### config.mk
export PLATFORM = sky130hd
export DESIGN_NAME = tlb2_top
export DESIGN_NICKNAME = d
export VERILOG_FILES = /design/src/rtl/tlb2_pkg.sv /design/src/rtl/tlb2_l1_store.sv /design/src/rtl/tlb2_l2_store.sv /design/src/rtl/tlb2_perm.sv /design/src/rtl/tlb2_top.sv
export SDC_FILE = /design/constraint.sdc
export NUM_CORES = 2
export LEC_CHECK = 0
export BUFFER_PORTS_ARGS = -buffer_cell sky130_fd_sc_hd__buf_2
export CAP_MARGIN = 15
export CORE_MARGIN = 2
export CORE_UTILIZATION = 40
export DETAILED_ROUTE_END_ITERATION = 7
export MAX_ROUTING_LAYER = met4
export PLACE_DENSITY_LB_ADDON = 0.25
export SLEW_MARGIN = 20
export SYNTH_ARGS = -nofsm -noshare
export SYNTH_HDL_FRONTEND = slang
export SYNTH_SLANG_ARGS = --single-unit
### constraint.sdc
create_clock -name clk -period 8.1 [get_ports clk]
set_input_delay 1.62 -clock clk [delete_from_list [all_inputs] [get_ports clk]]
set_output_delay 1.62 -clock clk [all_outputs]
set_load 0.02 [all_outputs]
### src/rtl/tlb2_pkg.sv
package tlb2_pkg;
   typedef enum logic [1:0] {
      CMD_IDLE   = 2'b00,
      CMD_FIND   = 2'b01,
      CMD_PUT_L1 = 2'b10,
      CMD_PUT_L2 = 2'b11
   } tlb_cmd_e;

   localparam int PAGE_SHIFT = 12;
   localparam int PTE_BIT_V  = 0;
   localparam int PTE_BIT_R  = 1;
   localparam int PTE_BIT_W  = 2;
   localparam int PTE_BIT_X  = 3;
   localparam int PTE_BIT_U  = 4;
   localparam int PTE_MIN_W  = 8;
endpackage

### src/rtl/tlb2_l1_store.sv
module tlb2_l1_store #(
   parameter int N     = 8,
   parameter int TAG_W = 32,
   parameter int PTE_W = 64,
   localparam int SLOT_W = $clog2(N)
) (
   input  logic             clk,
   input  logic             rst_n,
   input  logic             wr_en,
   input  logic [SLOT_W-1:0] wr_slot,
   input  logic [TAG_W-1:0] wr_tag,
   input  logic [PTE_W-1:0] wr_pte,
   input  logic [TAG_W-1:0] lk_tag,
   output logic             lk_hit,
   output logic [PTE_W-1:0] lk_pte
);
   logic [N-1:0]     vld_q;
   logic [TAG_W-1:0] tag_q [N];
   logic [PTE_W-1:0] pte_q [N];
   logic [N-1:0]     match;

   for (genvar i = 0; i < N; i++) begin : g_slot
      always_ff @(posedge clk or negedge rst_n) begin
         if (!rst_n) begin
            vld_q[i] <= 1'b0;
            tag_q[i] <= '0;
            pte_q[i] <= '0;
         end else if (wr_en && (wr_slot == SLOT_W'(i))) begin
            vld_q[i] <= 1'b1;
            tag_q[i] <= wr_tag;
            pte_q[i] <= wr_pte;
         end
      end
      assign match[i] = vld_q[i] && (tag_q[i] == lk_tag);
   end

   // lowest-numbered matching slot wins
   always_comb begin
      lk_hit = 1'b0;
      lk_pte = '0;
      for (int i = N - 1; i >= 0; i--) begin
         if (match[i]) begin
            lk_hit = 1'b1;
            lk_pte = pte_q[i];
         end
      end
   end
endmodule

### src/rtl/tlb2_l2_store.sv
module tlb2_l2_store #(
   parameter int IDX_W = 4,
   parameter int TAG_W = 28,
   parameter int PTE_W = 64,
   localparam int ROWS = 1 << IDX_W
) (
   input  logic             clk,
   input  logic             rst_n,
   input  logic             wr_en,
   input  logic [IDX_W-1:0] wr_idx,
   input  logic [TAG_W-1:0] wr_tag,
   input  logic [PTE_W-1:0] wr_pte,
   input  logic [IDX_W-1:0] lk_idx,
   input  logic [TAG_W-1:0] lk_tag,
   output logic             lk_hit,
   output logic [PTE_W-1:0] lk_pte
);
   logic [ROWS-1:0]  vld_q;
   logic [TAG_W-1:0] tag_q [ROWS];
   logic [PTE_W-1:0] pte_q [ROWS];

   always_ff @(posedge clk or negedge rst_n) begin
      if (!rst_n) vld_q <= '0;
      else if (wr_en) vld_q[wr_idx] <= 1'b1;
   end

   always_ff @(posedge clk) begin
      if (wr_en) begin
         tag_q[wr_idx] <= wr_tag;
         pte_q[wr_idx] <= wr_pte;
      end
   end

   assign lk_hit = vld_q[lk_idx] && (tag_q[lk_idx] == lk_tag);
   assign lk_pte = lk_hit ? pte_q[lk_idx] : '0;
endmodule

### src/rtl/tlb2_perm.sv
module tlb2_perm
   import tlb2_pkg::*;
#(
   parameter int PTE_W = 64
) (
   input  logic [PTE_W-1:0] pte,
   input  logic [2:0]       acc_xwr,
   input  logic             priv_sup,
   input  logic             sup_user_ok,
   output logic             ok
);
   logic [2:0] have_xwr;
   logic       flags_ok;
   logic       priv_ok;

   assign have_xwr = {pte[PTE_BIT_X], pte[PTE_BIT_W], pte[PTE_BIT_R]};
   assign flags_ok = pte[PTE_BIT_V] && ((have_xwr & acc_xwr) == acc_xwr);
   assign priv_ok  = pte[PTE_BIT_U] ? (!priv_sup || sup_user_ok) : priv_sup;
   assign ok       = flags_ok && priv_ok;
endmodule

### src/rtl/tlb2_top.sv
module tlb2_top
   import tlb2_pkg::*;
#(
   parameter int ASID_W   = 8,
   parameter int VA_W     = 36,
   parameter int PTE_W    = 64,
   parameter int L1_N     = 8,
   parameter int L2_IDX_W = 4,
   parameter bit L2_EN    = 1'b1,
   localparam int SLOT_W  = $clog2(L1_N),
   localparam int VPN_W   = VA_W - PAGE_SHIFT,
   localparam int L1_TAG_W = ASID_W + VPN_W,
   localparam int L2_TAG_W = ASID_W + VPN_W - L2_IDX_W
) (
   input  logic              clk,
   input  logic              rst_n,
   input  logic [1:0]        cmd,
   input  logic [2:0]        acc_xwr,
   input  logic              priv_sup,
   input  logic              sup_user_ok,
   input  logic [3:0]        xlat_mode,
   input  logic [SLOT_W-1:0] l1_slot,
   input  logic [ASID_W-1:0] asid_in,
   input  logic [VA_W-1:0]   va_in,
   input  logic [PTE_W-1:0]  pte_wr,
   output logic              hit,
   output logic              perm_ok,
   output logic [PTE_W-1:0]  pte_rd
);
   if (L1_N < 2) begin : g_bad_l1
      $error("tlb2_top: L1_N must be at least 2");
   end
   if (VA_W <= PAGE_SHIFT + L2_IDX_W) begin : g_bad_va
      $error("tlb2_top: VA_W too small for page offset and L2 index");
   end
   if (PTE_W < PTE_MIN_W) begin : g_bad_pte
      $error("tlb2_top: PTE_W too small for flag bits");
   end
   if (ASID_W < 1 || L2_IDX_W < 1) begin : g_bad_w
      $error("tlb2_top: ASID_W and L2_IDX_W must be positive");
   end

   tlb_cmd_e          op;
   logic [VPN_W-1:0]  vpn;
   logic [L1_TAG_W-1:0] l1_tag;
   logic              l1_hit, l2_hit;
   logic [PTE_W-1:0]  l1_pte, l2_pte;
   logic              xlat_on;
   logic              hit_n;
   logic [PTE_W-1:0]  pte_n;
   logic              perm_c;

   assign op      = tlb_cmd_e'(cmd);
   assign vpn     = va_in[VA_W-1:PAGE_SHIFT];
   assign l1_tag  = {asid_in, vpn};
   assign xlat_on = (xlat_mode != 4'd0);

   tlb2_l1_store #(
      .N(L1_N), .TAG_W(L1_TAG_W), .PTE_W(PTE_W)
   ) u_l1 (
      .clk(clk), .rst_n(rst_n),
      .wr_en(op == CMD_PUT_L1), .wr_slot(l1_slot),
      .wr_tag(l1_tag), .wr_pte(pte_wr),
      .lk_tag(l1_tag), .lk_hit(l1_hit), .lk_pte(l1_pte)
   );

   if (L2_EN) begin : g_l2
      logic [L2_IDX_W-1:0] idx;
      logic [L2_TAG_W-1:0] tag;
      assign idx = vpn[L2_IDX_W-1:0];
      assign tag = {asid_in, vpn[VPN_W-1:L2_IDX_W]};
      tlb2_l2_store #(
         .IDX_W(L2_IDX_W), .TAG_W(L2_TAG_W), .PTE_W(PTE_W)
      ) u_l2 (
         .clk(clk), .rst_n(rst_n),
         .wr_en(op == CMD_PUT_L2), .wr_idx(idx),
         .wr_tag(tag), .wr_pte(pte_wr),
         .lk_idx(idx), .lk_tag(tag),
         .lk_hit(l2_hit), .lk_pte(l2_pte)
      );
   end else begin : g_no_l2
      assign l2_hit = 1'b0;
      assign l2_pte = '0;
   end

   always_comb begin
      hit_n = xlat_on && (l1_hit || l2_hit);
      pte_n = '0;
      if (hit_n) pte_n = l1_hit ? l1_pte : l2_pte;
   end

   tlb2_perm #(.PTE_W(PTE_W)) u_perm (
      .pte(pte_n), .acc_xwr(acc_xwr), .priv_sup(priv_sup),
      .sup_user_ok(sup_user_ok), .ok(perm_c)
   );

   always_ff @(posedge clk or negedge rst_n) begin
      if (!rst_n) begin
         hit     <= 1'b0;
         perm_ok <= 1'b0;
         pte_rd  <= '0;
      end else if (op == CMD_FIND) begin
         hit     <= hit_n;
         perm_ok <= hit_n && perm_c;
         pte_rd  <= pte_n;
      end
   end
endmodule

Word level (Yosys, flattened, before mapping)
Memories as Yosys holds them, arrays and structs flattened.
Index checks and enable logic that the tools add are counted.
- order comparisons: 2
- eq/ne operators: 20
- mux-type cells: 26
- bitwise operators: 2
- reduce and logical (&&, ||, !) cells: 27
- operators by type and width (kind ; count):
    $mux W64 ; 11
    $eq A32 B32 Y1 ; 8
    $eq A28 B28 Y1 ; 1
    $logic_and A1 B1 Y1 ; 22
    $or A16 B16 Y16 ; 1
    $mux W1 ; 13
    $eq A3 B3 Y1 const B ; 4
    $eq A3 B2 Y1 const B ; 2
    $lt A4 B5 Y1 const B ; 1
    $bmux W1 S4 ; 1
    $demux W1 S4 ; 1
    $eq A2 B2 Y1 const B ; 2
    $ge A4 B1 Y1 const B ; 1
    $reduce_bool A4 Y1 ; 1
    $and A3 B3 Y3 ; 1
    $eq A3 B1 Y1 const B ; 1
    $eq A3 B3 Y1 ; 1
    $logic_not A3 Y1 ; 1
    $eq A2 B1 Y1 const B ; 1
    $logic_or A1 B1 Y1 ; 2
    $logic_not A1 Y1 ; 1
- flip-flop bits (word level): 858
- memory bits (writable): 1472
- input bits: 124
- output and inout bits: 66
- word-level logic and storage cells: 107
- memories: 2
- memory list (name ; words ; bits a word ; read ports ; clocked after Yosys merged registers in ; write ports ; RTL line ; RTL):
    g_l2.u_l2.pte_q ; 16 ; 64 ; 1 ; 0 ; 1 ; tlb2_l2_store.sv:20 ; logic [PTE_W-1:0] pte_q [ROWS];
    g_l2.u_l2.tag_q ; 16 ; 28 ; 1 ; 0 ; 1 ; tlb2_l2_store.sv:19 ; logic [TAG_W-1:0] tag_q [ROWS];

Logic depth before layout (Yosys ltp)
- depth in word-level cells: 18
- gate-level depth with buffers: 16
- gate-level depth less buffers: 10

By module
From an unflattened synthesis, not the netlist that was laid out.
- cell total of the unflattened synthesis: 5726
- area, all modules: 98334.3 sq um
- modules (own cells, without submodules) (module ; times used ; cells an instance ; area an instance (sq um) ; sequential area each (sq um)):
    tlb2_l2_store ; 1 ; 2413 ; 57863.0 ; 44602.8
    tlb2_l1_store ; 1 ; 2937 ; 36904.1 ; 19418.6
    tlb2_top ; 1 ; 368 ; 3517.1 ; 1651.6
    tlb2_perm ; 1 ; 8 ; 50.0 ; 0.0

Worst setup path after synthesis
Ideal clock, no wire load.
- path kind: input port to flip-flop
- from: input va_in[13]
- to: register g_l2.u_l2.vld_q[11]
- data arrival time: 8.307 ns
- path slack: -0.296 ns
- stages on the path: 12
- path buffers: 9
- cells stage by stage: buf_4 > buf_6 > buf_2 > buf_2 > buf_2 > buf_1 > buf_1 > buf_2 > buf_2 > nand4_1 > nor2_1 > or2_2
- cells in the longest elaborated chain, start to end: 5
- elaborated cells on any way between the ends: 6
- classes of those cells: order compare: 2; mux: 2; bitwise: 1; reduce/logical: 1
- RTL lines (what ; RTL line ; RTL):
    start, declared ; tlb2_top.sv:24 ; input logic [VA_W-1:0] va_in,
    $lt A4 B5 Y1 (not written as such) / $ge A4 B1 Y1 (equally long branches) ; tlb2_l2_store.sv:24 ; else if (wr_en) vld_q[wr_idx] <= 1'b1;
    $logic_and A1 B1 Y1 (not written as such) ; tlb2_l2_store.sv:24 ;
    $mux W1 (not written as such) ; tlb2_l2_store.sv:24 ;
    $demux W1 S4 (*) ; -- ;
    $or A16 B16 Y16 (no line) (*) ; -- ;
    end signal, assigned ; tlb2_l2_store.sv:23 ; if (!rst_n) vld_q <= '0;
    end signal, assigned by index ; tlb2_l2_store.sv:24 ;
    end, declared ; tlb2_l2_store.sv:18 ; logic [ROWS-1:0] vld_q;
Mark *: on every way between the ends. The rest lies on a longest branch, timed or not.
A chain may end at the register's enable or synchronous reset.

Worst setup path in the final report
- from: input va_in[14]
- to: register pte_rd[8]
- cells in the longest elaborated chain, start to end: 13
- elaborated cells on any way between the ends: 43
- classes of those cells: eq/ne: 9; mux: 21; reduce/logical: 11; memory: 2
- RTL lines (what ; RTL line ; RTL):
    $eq A32 B32 Y1 ; tlb2_l1_store.sv:34 ; assign match[i] = vld_q[i] && (tag_q[i] == lk_tag);
    $logic_and A1 B1 Y1 ; tlb2_l1_store.sv:34 ;
    $mux W1 (8 in a row) ; tlb2_l1_store.sv:42 ; if (match[i]) begin
    $logic_or A1 B1 Y1 ; tlb2_top.sv:87 ; hit_n = xlat_on && (l1_hit || l2_hit);
    $logic_and A1 B1 Y1 ; tlb2_top.sv:87 ;
    $mux W64 (*) ; tlb2_top.sv:89 ; if (hit_n) pte_n = l1_hit ? l1_pte : l2_pte;
    end signal, assigned ; tlb2_top.sv:105 ; pte_rd <= pte_n;
    end, declared ; tlb2_top.sv:28 ; output logic [PTE_W-1:0] pte_rd
Mark *: on every way between the ends. The rest lies on a longest branch, timed or not. The select of a mux whose other input is x is not followed.

==> run summary <==
## Floorplan
- standard-cell rows: 180
- IO Count: 190
- Die Footprint: 0.247 mm2
- height of the die: 497 um
- core region area: 0.241 mm2
- effective utilization at floorplan: 40.3%
- die width: 497 um

## Drt
- first-pass detailed-route iteration total: 6
- post-route DRC violation count: 0
- Vias: 54682
- WL/cell: 28.7 um
- per-cell via count in the routed design: 5.78
- Iteration-0 DRC Markers: 5850
- Antenna Violating Nets Remaining: 0
- Routed Wire Length: 272000 um

## Setup path
- startpoint-to-endpoint class of the critical path: primary input to flip-flop
- count of buffer and inverter cells on the critical path: 3
- Critical-path top delay cell: sky130_fd_sc_hd__buf_2
- critical path data arrival time: 6.40 ns
- delay of the slowest cell on the worst path: 0.68 ns
- worst endpoint required time: 8.87 ns
- critical path capture point type: flip-flop
- slack of the worst reg-to-reg path: 3.56 ns
- Critical Path Fanout Max: 54
- sort of element at the start of the critical path: primary input
- cell with the most instances on the worst path: sky130_fd_sc_hd__buf_4
- cell family contributing the most delay on the critical path: simple AND/OR/NAND/NOR gates
- chain of cells forming the critical path: buf_2 -> buf_4 -> xnor2_1 -> nand2_1 -> nor4b_1 -> nand4_1 -> nand3_1 -> or3_4 -> nand2_4 -> buf_4 -> a21oi_1 -> o21ai_0

## Place
- HPWL after DPL: 152000 um
- Post-Place Cell Area: 0.102 mm2
- worst-case setup slack after placement: 1.58 ns
- cell total after placement: 9005
- count of port buffers added during placement: 177
- RD Place Congestion: 0.872

## Timing
- tightest slew margin relative to the limit: 15.8%
- final-report max-slew violation count: 0
- final count of negative-setup-slack endpoints: 0
- achievable clock frequency: 0.178 GHz
- final worst path period need: 5.63 ns
- transition time of the tightest slew-check pin: 1.26 ns
- largest clock skew in the final design: 0.0757 ns
- Final TNS setup: 0 ns
- post-route setup slack: 2.47 ns
- Hold Vio Cnt, Final: 0
- unrepaired setup endpoints after global routing: no
- final period utilization: 69.5%

## Logic synthesis
- synthesized instance count: 5894
- count of yosys warnings during synthesis: 0
- average size of a mapped cell: 16.5 um2
- Synthesized Nets: 6018
- number of flops mapped to enable cells by yosys: 1472
- async set or reset register ratio after synthesis: 36.8%
- register bit total from synthesis: 2330
- proportion of synthesized chip area in sequential cells: 67.6%
- synthesized area: 0.0972 mm2
- post-synth cell types: 83
- Main synth FF type: sky130_fd_sc_hd__edfxtp_1

## Power
- leakage power: 40.2 nW
- power per cell area: 254 mW/mm2
- overall power consumption: 27.9 mW
- worst voltage drop across the vdd grid: 0.000251 V

## Clocking
- sinks on the clock net: 2330
- post-cts sizing count: 0
- Worst-path clk slew: 0.06 ns
- Clock Latency Late Sink: 0.90 ns
- number of buffers on the longest clock path: 3
- CTS root buffer: sky130_fd_sc_hd__clkbuf_16
- TritonCTS clock tree: built
- Inserted Clock Buffers: 234
- number of buffers inserted for hold repair after clock tree synthesis: 0
- buffer count from post-CTS setup fixing: 0
- depth of the CTS H-tree: 4

## Cells and area
- commonest cells after routing, fill and taps aside: sky130_fd_sc_hd__edfxtp_1, sky130_fd_sc_hd__dfrtp_1, sky130_fd_sc_hd__mux2_2, sky130_fd_sc_hd__mux4_2, sky130_fd_sc_hd__nand2_1
- number of fill cells in the layout: 20820
- post-route non-filler standard cell count: 9467
- synthesis-to-finish area growth: 13.3%
- ratio of cells with drive above 1 in the final layout: 30.9%
- most frequent standard cell in the layout excluding fill and tap cells: sky130_fd_sc_hd__edfxtp_1
- number of nets in the final layout: 6180
- final cell area excluding filler cells: 0.110 mm2

## Global routing
- final global-route overflow total: 0
- maximum number of pins on one net before global-route repair: 179
- GR Util All Layers: 22.5%
- via count of the first global-routing pass: 55572
- initial antenna violation count: 28
- global-route wire length before repair: 396000 um

## Hold path
- type of the worst min-delay path: flip-flop to flip-flop

## Status
- status: finished, final reports clean

## Run
- total of max-cap violations: 0

[through the flow]
step | hold slack, ns | utilization, %
floorplan | 0.434 | -
global placement | 0.446 | 42.3
detailed placement | 0.449 | 42.3
CTS | 0.466 | 45.7
global route | 0.482 | 45.7
finish | 0.465 | 45.7
[sequential cells by signal, indices dropped and copies added, names as in the netlist]
signal	count
pte_rd	64
u_l1.vld_q	8
u_l1.pte_q	512
g_l2.u_l2.tag_q	448
g_l2.u_l2.vld_q	16
g_l2.u_l2.pte_q	1024
hit	1
perm_ok	1
u_l1.tag_q	256
[area by class of cell]
| type | count | area [um2] | share of cell area, % |
|---|---|---|---|
| Antenna cell | 17 | 42.5 | 0.0386 |
| Clock buffer | 310 | 6550 | 5.95 |
| Clock inverter | 135 | 1520 | 1.38 |
| Inverter | 87 | 334 | 0.303 |
| Multi-Input combinational cell | 3075 | 29700 | 27.0 |
| Sequential cell | 2330 | 65700 | 59.6 |
| Tap cell | 3185 | 3990 | 3.62 |
| Timing Repair Buffer | 328 | 2280 | 2.07 |
[worst register-to-register path, stage by stage, from the launching register on]
cell and delay, ns:
sky130_fd_sc_hd__dfrtp_1 0.38, sky130_fd_sc_hd__xor2_1 0.14, sky130_fd_sc_hd__nor4_1 0.62, sky130_fd_sc_hd__nand4_1 0.21, sky130_fd_sc_hd__or4_4 0.84, sky130_fd_sc_hd__nand3_1 0.37, sky130_fd_sc_hd__or3_4 0.46, sky130_fd_sc_hd__nand2_4 0.66
sky130_fd_sc_hd__buf_4 0.46, sky130_fd_sc_hd__a21oi_1 0.16, sky130_fd_sc_hd__o21ai_0 0.10
[per-layer routing]
metal	vias up	global-route usage, %	part of all wire [%]
met5	-	-	0
met4	0	7.43	3.1
met3	392	3.15	5.9
met2	1818	35.2	48
met1	29411	30.6	43
li1	23061	-	-
[report_power, final]
part           internal [mW]  leakage [nW]  total [mW]  switching (mW)
logic                   1.19          12.4        2.52            1.32
clock network           6.52          3.93        11.2            4.71
registers               13.7          23.9        14.2           0.495
total                   21.4          40.2        27.9            6.53
[synth_stat cells (8+ instances only)]
cell type	number	area share, %
sky130_fd_sc_hd__nor2_1	161	0.62
sky130_fd_sc_hd__nor4_1	82	0.53
sky130_fd_sc_hd__clkbuf_1	252	0.97
sky130_fd_sc_hd__inv_1	84	0.32
sky130_fd_sc_hd__or2_2	76	0.49
sky130_fd_sc_hd__o21ai_1	15	0.077
sky130_fd_sc_hd__nor3_1	27	0.14
sky130_fd_sc_hd__mux2i_1	153	1.6
sky130_fd_sc_hd__nand2_1	308	1.2
sky130_fd_sc_hd__mux2_2	714	8.3
sky130_fd_sc_hd__a31oi_1	11	0.071
sky130_fd_sc_hd__nand2b_1	19	0.12
sky130_fd_sc_hd__nand4_1	102	0.66
sky130_fd_sc_hd__o22ai_1	65	0.42
sky130_fd_sc_hd__edfxtp_1	1472	45
sky130_fd_sc_hd__and3_1	10	0.064
sky130_fd_sc_hd__o31ai_1	60	0.46
sky130_fd_sc_hd__o211ai_1	68	0.53
sky130_fd_sc_hd__xnor2_1	87	0.78
sky130_fd_sc_hd__and4_1	8	0.072
sky130_fd_sc_hd__nand3_1	93	0.48
sky130_fd_sc_hd__buf_1	48	0.19
sky130_fd_sc_hd__mux4_2	399	9.2
sky130_fd_sc_hd__buf_6	8	0.093
sky130_fd_sc_hd__xor2_1	186	1.7
sky130_fd_sc_hd__buf_4	22	0.17
sky130_fd_sc_hd__nor4b_1	11	0.099
sky130_fd_sc_hd__buf_2	71	0.37
sky130_fd_sc_hd__o21ai_0	183	0.94
sky130_fd_sc_hd__a22oi_1	33	0.25
sky130_fd_sc_hd__dfrtp_1	858	22
sky130_fd_sc_hd__a21oi_1	71	0.37
[final timing paths]
path	start	end	cells after the start
worst min-delay path	g_l2.u_l2.vld_q[8]	g_l2.u_l2.vld_q[8]	1
min in group asynchronous	rst_n	u_l1.vld_q[6]	1
worst min register to register	g_l2.u_l2.vld_q[8]	g_l2.u_l2.vld_q[8]	1
worst max-delay path	va_in[14]	pte_rd[8]	12
worst max register to register	u_l1.tag_q[190]	pte_rd[8]	10
max in group asynchronous	rst_n	u_l1.pte_q[189]	3
[logic make-up after synthesis]
logic type,share of synthesized area (%)
AOI/OAI and AO/OA,3.83
xor gates and xnor gates,2.46
buffers and inverters,2.14
DFF,67.6
muxes,19.1
and+or+nand+nor,4.92
Note: power is estimated with default switching activity, not from simulation.
